$ cat src/rtl/spi_xfer_pkg.sv
package spi_xfer_pkg;

    typedef enum logic {
        ST_IDLE  = 1'b0,
        ST_SHIFT = 1'b1
    } eng_state_t;

    typedef struct packed {
        logic cpol;
        logic cpha;
        logic lsb_first;
        logic loopback;
    } spi_mode_t;

    // Receive sampling happens on even edges for phase 0 and on odd edges for phase 1.
    function automatic logic is_sample_edge(input logic cpha, input logic odd_edge);
        return odd_edge == cpha;
    endfunction

    // The output advances on odd edges for phase 0. For phase 1 it advances on
    // even edges other than the very first.
    function automatic logic is_shift_edge(input logic cpha, input logic odd_edge,
                                           input logic first_edge);
        return cpha ? (!odd_edge && !first_edge) : odd_edge;
    endfunction

endpackage

$ cat src/rtl/spi_clk_div.sv
module spi_clk_div #(
    parameter int CLK_DIV = 2
) (
    input  logic clk,
    input  logic rst,
    input  logic run,
    output logic tick
);
    localparam int CW = (CLK_DIV > 1) ? $clog2(CLK_DIV) : 1;
    localparam logic [CW-1:0] TOP = CW'(CLK_DIV - 1);

    logic [CW-1:0] cnt;

    always_ff @(posedge clk) begin
        if (rst || !run)
            cnt <= '0;
        else if (cnt == TOP)
            cnt <= '0;
        else
            cnt <= cnt + CW'(1);
    end

    assign tick = run && (cnt == TOP);
endmodule

$ cat src/rtl/spi_word_shift.sv
module spi_word_shift #(
    parameter int WORD_W = 8
) (
    input  logic              clk,
    input  logic              rst,
    input  logic              load,
    input  logic [WORD_W-1:0] load_word,
    input  logic              lsb_first,
    input  logic              shift_en,
    input  logic              sample_en,
    input  logic              rx_bit,
    output logic              out_bit,
    output logic [WORD_W-1:0] rx_word_nxt
);
    logic [WORD_W-1:0] tx_sr;
    logic [WORD_W-1:0] rx_sr;

    always_ff @(posedge clk) begin
        if (rst)
            tx_sr <= '0;
        else if (load)
            tx_sr <= load_word;
        else if (shift_en)
            tx_sr <= lsb_first ? (tx_sr >> 1) : (tx_sr << 1);
    end

    assign out_bit = lsb_first ? tx_sr[0] : tx_sr[WORD_W-1];

    always_comb begin
        rx_word_nxt = rx_sr;
        if (sample_en)
            rx_word_nxt = lsb_first ? {rx_bit, rx_sr[WORD_W-1:1]}
                                    : {rx_sr[WORD_W-2:0], rx_bit};
    end

    always_ff @(posedge clk) begin
        if (rst)
            rx_sr <= '0;
        else
            rx_sr <= rx_word_nxt;
    end
endmodule

$ cat src/rtl/spi_ss_drive.sv
module spi_ss_drive #(
    parameter int SS_W = 32
) (
    input  logic            clk,
    input  logic            rst,
    input  logic            manual,
    input  logic            active,
    input  logic [SS_W-1:0] pattern,
    output logic [SS_W-1:0] ss_n
);
    always_ff @(posedge clk) begin
        if (rst)
            ss_n <= '1;
        else if (manual || active)
            ss_n <= pattern;
        else
            ss_n <= '1;
    end
endmodule

$ cat src/rtl/spi_xfer_engine.sv
module spi_xfer_engine
    import spi_xfer_pkg::*;
#(
    parameter int WORD_W  = 8,
    parameter int CLK_DIV = 2,
    parameter int SS_W    = 32
) (
    input  logic              clk,
    input  logic              rst,
    input  logic              enable,
    input  logic              master_en,
    input  logic              tx_inhibit,
    input  logic              cpol,
    input  logic              cpha,
    input  logic              lsb_first,
    input  logic              loopback,
    input  logic              manual_ss,
    input  logic [SS_W-1:0]   ss_pattern,
    input  logic              tx_valid,
    input  logic [WORD_W-1:0] tx_data,
    output logic              tx_pop,
    input  logic              rx_full,
    output logic              rx_push,
    output logic [WORD_W-1:0] rx_data,
    output logic              sclk,
    output logic              mosi,
    input  logic              miso,
    output logic [SS_W-1:0]   ss_n,
    output logic              ev_tx_empty,
    output logic              ev_tx_underrun,
    output logic              ev_rx_overrun
);
    localparam int EDGES = 2 * WORD_W;
    localparam int EW    = $clog2(EDGES);
    localparam logic [EW-1:0] LAST_EDGE = EW'(EDGES - 1);

    spi_mode_t   mode;
    eng_state_t  state;
    logic [EW-1:0] edge_idx;
    logic        sclk_q;
    logic        go, busy, tick, word_done, start, ss_active;
    logic        sample_en, shift_en, out_bit, rx_bit;
    logic [WORD_W-1:0] rx_word_nxt;

    assign mode = '{cpol: cpol, cpha: cpha, lsb_first: lsb_first, loopback: loopback};

    assign go        = enable && master_en;
    assign busy      = (state == ST_SHIFT);
    assign word_done = tick && (edge_idx == LAST_EDGE);
    assign start     = go && !tx_inhibit && tx_valid && (!busy || word_done);
    assign tx_pop    = start;
    assign ss_active = go && (start || (busy && !word_done));

    assign sample_en = tick && is_sample_edge(mode.cpha, edge_idx[0]);
    assign shift_en  = tick && is_shift_edge(mode.cpha, edge_idx[0], edge_idx == '0);
    assign rx_bit    = mode.loopback ? out_bit : miso;

    spi_clk_div #(.CLK_DIV(CLK_DIV)) i_div (
        .clk (clk),
        .rst (rst),
        .run (busy && go),
        .tick(tick)
    );

    spi_word_shift #(.WORD_W(WORD_W)) i_shift (
        .clk        (clk),
        .rst        (rst),
        .load       (start),
        .load_word  (tx_data),
        .lsb_first  (mode.lsb_first),
        .shift_en   (shift_en),
        .sample_en  (sample_en),
        .rx_bit     (rx_bit),
        .out_bit    (out_bit),
        .rx_word_nxt(rx_word_nxt)
    );

    spi_ss_drive #(.SS_W(SS_W)) i_ss (
        .clk    (clk),
        .rst    (rst),
        .manual (manual_ss),
        .active (ss_active),
        .pattern(ss_pattern),
        .ss_n   (ss_n)
    );

    // Sequencing of words and edges
    always_ff @(posedge clk) begin
        if (rst) begin
            state    <= ST_IDLE;
            edge_idx <= '0;
            sclk_q   <= 1'b0;
        end else if (!go) begin
            state    <= ST_IDLE;
            edge_idx <= '0;
        end else if (start) begin
            state    <= ST_SHIFT;
            edge_idx <= '0;
            sclk_q   <= mode.cpol;
        end else if (word_done) begin
            state    <= ST_IDLE;
            edge_idx <= '0;
        end else if (tick) begin
            edge_idx <= edge_idx + EW'(1);
            sclk_q   <= ~sclk_q;
        end
    end

    // Completion results and event pulses
    always_ff @(posedge clk) begin
        if (rst) begin
            rx_push        <= 1'b0;
            rx_data        <= '0;
            ev_tx_empty    <= 1'b0;
            ev_tx_underrun <= 1'b0;
            ev_rx_overrun  <= 1'b0;
        end else begin
            rx_push        <= 1'b0;
            ev_tx_empty    <= 1'b0;
            ev_tx_underrun <= 1'b0;
            ev_rx_overrun  <= 1'b0;
            if (word_done) begin
                if (rx_full) begin
                    ev_rx_overrun <= 1'b1;
                end else begin
                    rx_push <= 1'b1;
                    rx_data <= rx_word_nxt;
                end
                if (!tx_valid) begin
                    ev_tx_empty    <= 1'b1;
                    ev_tx_underrun <= manual_ss;
                end
            end
        end
    end

    assign sclk = busy ? sclk_q : mode.cpol;
    assign mosi = busy && out_bit;
endmodule

$ cat config.mk
export PLATFORM = sky130hd
export DESIGN_NAME = spi_xfer_engine
export DESIGN_NICKNAME = d
export VERILOG_FILES = /design/src/rtl/spi_xfer_pkg.sv /design/src/rtl/spi_clk_div.sv /design/src/rtl/spi_word_shift.sv /design/src/rtl/spi_ss_drive.sv /design/src/rtl/spi_xfer_engine.sv
export SDC_FILE = /design/constraint.sdc
export NUM_CORES = 1
export LEC_CHECK = 0
export ABC_AREA = 1
export BUFFER_PORTS_ARGS = -buffer_cell sky130_fd_sc_hd__buf_2
export CAP_MARGIN = 10
export CORE_MARGIN = 4
export CORE_UTILIZATION = 49
export CTS_CLUSTER_SIZE = 24
export DETAILED_ROUTE_END_ITERATION = 16
export PLACE_DENSITY_LB_ADDON = 0.05
export SETUP_SLACK_MARGIN = 0.2
export SLEW_MARGIN = 20
export SYNTH_ARGS = -nofsm -noshare
export SYNTH_HDL_FRONTEND = slang
export SYNTH_SLANG_ARGS = --single-unit
$ cat constraint.sdc
create_clock -name clk -period 1.75 [get_ports clk]
set_input_delay 0.35 -clock clk [delete_from_list [all_inputs] [get_ports clk]]
set_output_delay 0.35 -clock clk [all_outputs]
set_load 0.005 [all_outputs]
# Word level (Yosys, flattened, before mapping)

Cells that the tools add are included.

Register bits after elaboration: 67
Latch bits: 0
Memory bits (writable): 0
Memory bits (read-only): 0
Bits of input ports: 53
Output and inout bits: 47
Word-level logic and storage cells: 74
Memories: 0

Add/sub/neg operators: 2
Multipliers: 0
Div/mod/pow operators: 0
Magnitude comparators: 0
Eq/ne operators: 3
Shifts and indexed selects: 0
Multiplexer cells: 17
Bitwise logic cells: 5
Reductions and logical operators: 35

Operator list:

| kind                  | number |
|---|---|
| $mux W8               | 5 |
| $logic_and A1 B1 Y1   | 13 |
| $mux W1               | 12 |
| $reduce_or A2 Y1      | 4 |
| $logic_not A1 Y1      | 6 |
| $reduce_bool A2 Y1    | 3 |
| $not A1 Y1            | 5 |
| $add A4 B1 Y4 const B | 1 |
| $eq A4 B4 Y1 const B  | 1 |
| $logic_not A4 Y1      | 1 |
| $logic_or A1 B1 Y1    | 4 |
| $reduce_or A4 Y1      | 1 |
| $reduce_and A3 Y1     | 1 |
| $reduce_or A3 Y1      | 1 |
| $ne A2 B1 Y1 const B  | 1 |
| $reduce_and A2 Y1     | 1 |
| $add A1 B1 Y1 const B | 1 |
| $eq A1 B1 Y1          | 1 |

# Logic depth before layout (Yosys ltp)

Depth in word-level cells: 11
Gate-level depth with buffers: 11
Mapped depth without buffers: 10

# By module

Synthesis repeated with hierarchy kept, for this count alone.

Cells, all modules: 368
Area, all modules: 2,889.0 um2

Modules (own cells, without submodules):

| module          | times used | cells each | area an instance (um2) | sequential area each (um2) |
|---|---|---|---|---|
| spi_ss_drive    | 1          | 106        | 1,014.7                | 640.6 |
| spi_word_shift  | 1          | 149        | 920.9                  | 320.3 |
| spi_xfer_engine | 1          | 107        | 912.1                  | 360.3 |
| spi_clk_div     | 1          | 6          | 41.3                   | 20.0 |

# Worst setup path after synthesis

Ideal clock, no wire load.

Path kind: register to output
Start: register edge_idx[0]
End: output port tx_pop
Arrival: 1,230 ps
Data required time: 1,400 ps
Path slack: 170 ps
Stages on the path, launching flop included: 9
Buffers on the path: 1
Path through: dfxtp_1 ha_1 nand2_1 nor2_1 nand2_2 nand2_4 nand2_2 buf_2 inv_1

Cells in the longest elaborated chain, start to end: 4

RTL lines:

| item                     | RTL line               | text |
|---|---|---|
| start: declaration       | spi_xfer_engine.sv:39  | `logic [EW-1:0] edge_idx;` |
| start signal: assignment | spi_xfer_engine.sv:104 | `edge_idx <= edge_idx + EW'(1);` |
| $eq A4 B4 Y1             | spi_xfer_engine.sv:49  | `assign word_done = tick && (edge_idx == LAST_EDGE);` |
| $logic_and A1 B1 Y1      | spi_xfer_engine.sv:49  |  |
| $logic_or A1 B1 Y1       | spi_xfer_engine.sv:50  | `assign start = go && !tx_inhibit && tx_valid && (!busy \|\| word_done);` |
| $logic_and A1 B1 Y1      | spi_xfer_engine.sv:50  |  |
| end: declaration         | spi_xfer_engine.sv:21  | `output logic tx_pop,` |

No other way between the ends.

# Worst setup path in the final report

Start: register edge_idx[1]
End: output port tx_pop

The elaborated chain is that of the path after synthesis.

==> reports/metrics.csv <==
stage,metric,value,unit
synth,ys_seq_area_share,49.7,%
layout,filler_cell_count,420,
global_route,busiest_layer,met2,
place,dp.cells,526,
critical_path,path_common_cell,nand2_4,
clocking,cts_tree,yes,
sta,worst_slew_pin_slew,449,ps
synth,synth-seq-cells,67,
run_status,status,"complete, no violations",
layout,final_util,72.3,%
pwr,irDropWorstVdd,0.000554,V
floorplan,core,0.00524,mm2
sta,setup_viol,0,
place,place_ws,-36.7,ps
clocking,clock_path_buffers,2,
pwr,power.leakage,2.00,nW
clocking,clkSlewWorstSetupHoldPaths,70,ps
critical_path,worstPathRequired,1400,ps
global_route,grt_max_degree,17,
worst_hold_path,hold_class,in -> reg,
drt,wirelength,6.98,mm
layout,layout.cells.non_filler,561,
sta,slew_violations,0,
critical_path,crit_path_max_fanout,2,
floorplan,start_util,51.6,%
critical_path,path_depth,8,
layout,drive_gt1_share,34.8,%
pwr,p_per_area,770,mW/mm2
global_route,grt_remaining_overflow,0,
sta,hold_violations,0,
place,routabilityCongestion,0.814,
drt,routed-via-count,2615,
floorplan,die_h,82.2,um
sta,skew,9.35,ps
synth,async_flop_share,0,%
drt,drtIter0Drc,97,
synth,synth_area_leaders,"dfxtp_1 (50%), nand2_1 (12%), inv_1 (10%), nand3_1 (7.2%), o21ai_0 (3.5%)",
critical_path,cp-start-kind,flip-flop,
global_route,gr-usage-met3,9.54,%
sta,fin_setup_tns,0,ps
clocking,cts-root-buf,clkbuf_8,
floorplan,pin_count,100,
critical_path,crit_type,reg -> out,
floorplan,die_area,0.00676,mm2
critical_path,crit_family,simple AND/OR/NAND/NOR gates,
run,drv_cap,0,
global_route,antenna_found_initial,0,
synth,dominantRegCellSynth,dfxtp_1,
critical_path,rr_worst_depth,12,
synth,yosys-top-cells-count,"nand2_1 (89), inv_1 (72), dfxtp_1 (67), nand3_1 (39)",
critical_path,reg2reg_slack,100,ps
clocking,cts_hold_buf,0,
critical_path,slowest_delay,350,ps
sta,whs,176,ps
floorplan,fp-row-count,26,
global_route,grt_pass1_vias,2401,
place,dpl-instance-area,0.00331,mm2
synth,yosysUniqueCellTypes,32,
synth,yosysWarnings,0,
synth,netlist_area,0.00270,mm2
synth,syn_nets,415,
synth,synth_top_area_share,49.7,%
pwr,p_total,2.92,mW
clocking,numCtsBuffers,9,
synth,syn-mean-instance-area,7.50,um2
layout,final_area,0.00379,mm2
clocking,cts_num_sinks,67,
drt,drc_errors,0,
critical_path,cp_num_buf_inv,2,
critical_path,cp-end-kind,output port,
worst_hold_path,hold_start,ss_pattern[30],
synth,synth_top_area_cell,dfxtp_1,
critical_path,r2r-start,edge_idx[1]$_SDFFE_PP0P_,
critical_path,crit_end,tx_pop,
sta,max_freq,587,MHz
layout,n_antenna_cell,0,
sta,setup_ws,46.5,ps
synth,yosysMostFrequentCell,nand2_1,
place,numPortBuffers,99,
global_route,use_met1,23.4,%
global_route,grt_use_total,21.2,%
sta,min_period,1700,ps
critical_path,cp_slowest_cell,dfxtp_2,
drt,viasPerCell,4.66,
clocking,htreeDepth,3,
critical_path,cp-startpoint,edge_idx[1]$_SDFFE_PP0P_,
synth,synth-edff-count,0,
drt,wl_per_cell,12.4,um
global_route,grt_pass1_wl,10.8,mm
critical_path,cp_cell_sequence,ha_4 -> nand2_4 -> nor2_4 -> nand2_4 -> nand2_4 -> nand2_4 -> inv_2 -> buf_6,
drt,dr.pass1.iters,4,
place,dpl.hpwl,4.56,mm
layout,syn_to_final_growth,40.2,%
global_route,met2_usage,34.8,%
clocking,insertion_delay,340,ps
critical_path,arrival,1350,ps
layout,nNetsFinal,542,
critical_path,r2r_end,rx_data[3]$_SDFFE_PP0P_,
floorplan,die_x,82.2,um
drt,ant_nets,0,
synth,synthCells,360,
sta,fin_crit_sh,97.3,%
sta,rsz0062_at_grt,yes,
sta,slew-limit-headroom,70.0,%
[sequential cells by signal, summed over array words and instances, names as in the netlist]
signal / cells
i_shift.rx_sr: 8
i_shift.tx_sr: 8
i_div.cnt: 1
rx_push: 1
busy: 1
sclk_q: 1
i_ss.ss_n: 32
edge_idx: 4
ev_tx_empty: 1
ev_rx_overrun: 1
rx_data: 8
ev_tx_underrun: 1
[area by class of cell]
cell class / instances / area, um2 / share of cell area, %
sequential: 67 / 1350 / 35.5
multi-input combinational: 208 / 1130 / 29.9
timing repair buffer: 126 / 768 / 20.3
inverter: 75 / 287 / 7.57
clock buffer: 11 / 141 / 3.73
tap: 70 / 87.6 / 2.31
clock inverter: 4 / 26.3 / 0.694
[metal layers]
layer / vias to the layer above / wire, um
li1: 1359 / -
met1: 1143 / 2830
met2: 98 / 3320
met3: 15 / 705
met4: 0 / 131
met5: - / 0
[worst min-delay path, stage by stage]
cell and delay, ps:
buf_2 70, inv_1 30, nand2_1 40
[cell usage in the layout (no fill, tap or decap), drive strengths merged, types with 3 or more instances in the layout]
master and n:
a21oi 7, buf 126, clkbuf 11, clkinv 3, dfxtp 67, inv 75, nand2 93, nand3 40
nor2 22, o21a 6, o21ai 24
[cell families after synthesis]
group                    synth area share (%)
AND/OR/NAND/NOR                          26.4
buffers and inverters                    13.4
flip-flops                               49.7
AO/OA/AOI/OAI                            8.62
XOR/XNOR                                0.649
adder cells (fa/ha/maj)                 0.927
multiplexers                            0.371
[power breakdown]
part | switching (mW) | internal [mW] | leakage [nW]
logic | 0.127 | 0.108 | 1.37
clock network | 0.567 | 0.545 | 0.0856
registers | 0.00977 | 1.56 | 0.548
[timing repair]
action	in CTS	in global routing
cloned	3	0
gates resized for setup	15	29
endpoints found under the setup margin	46	55
setup buffers	7	10
pin swaps	4	29
[how the worst min path moves through the flow]
stage	to	slack (ps)	depth (start not counted)
finish	i_ss.ss_n[30]$_SDFF_PP1_	180	3
global route	i_ss.ss_n[23]$_SDFF_PP1_	160	3
CTS	i_ss.ss_n[5]$_SDFF_PP1_	170	3
detailed placement	i_div.cnt$_SDFF_PP0_	410	1
global placement	i_div.cnt$_SDFF_PP0_	410	1
floorplan	i_div.cnt$_SDFF_PP0_	400	1
Note: power is estimated with default switching activity, not from simulation.
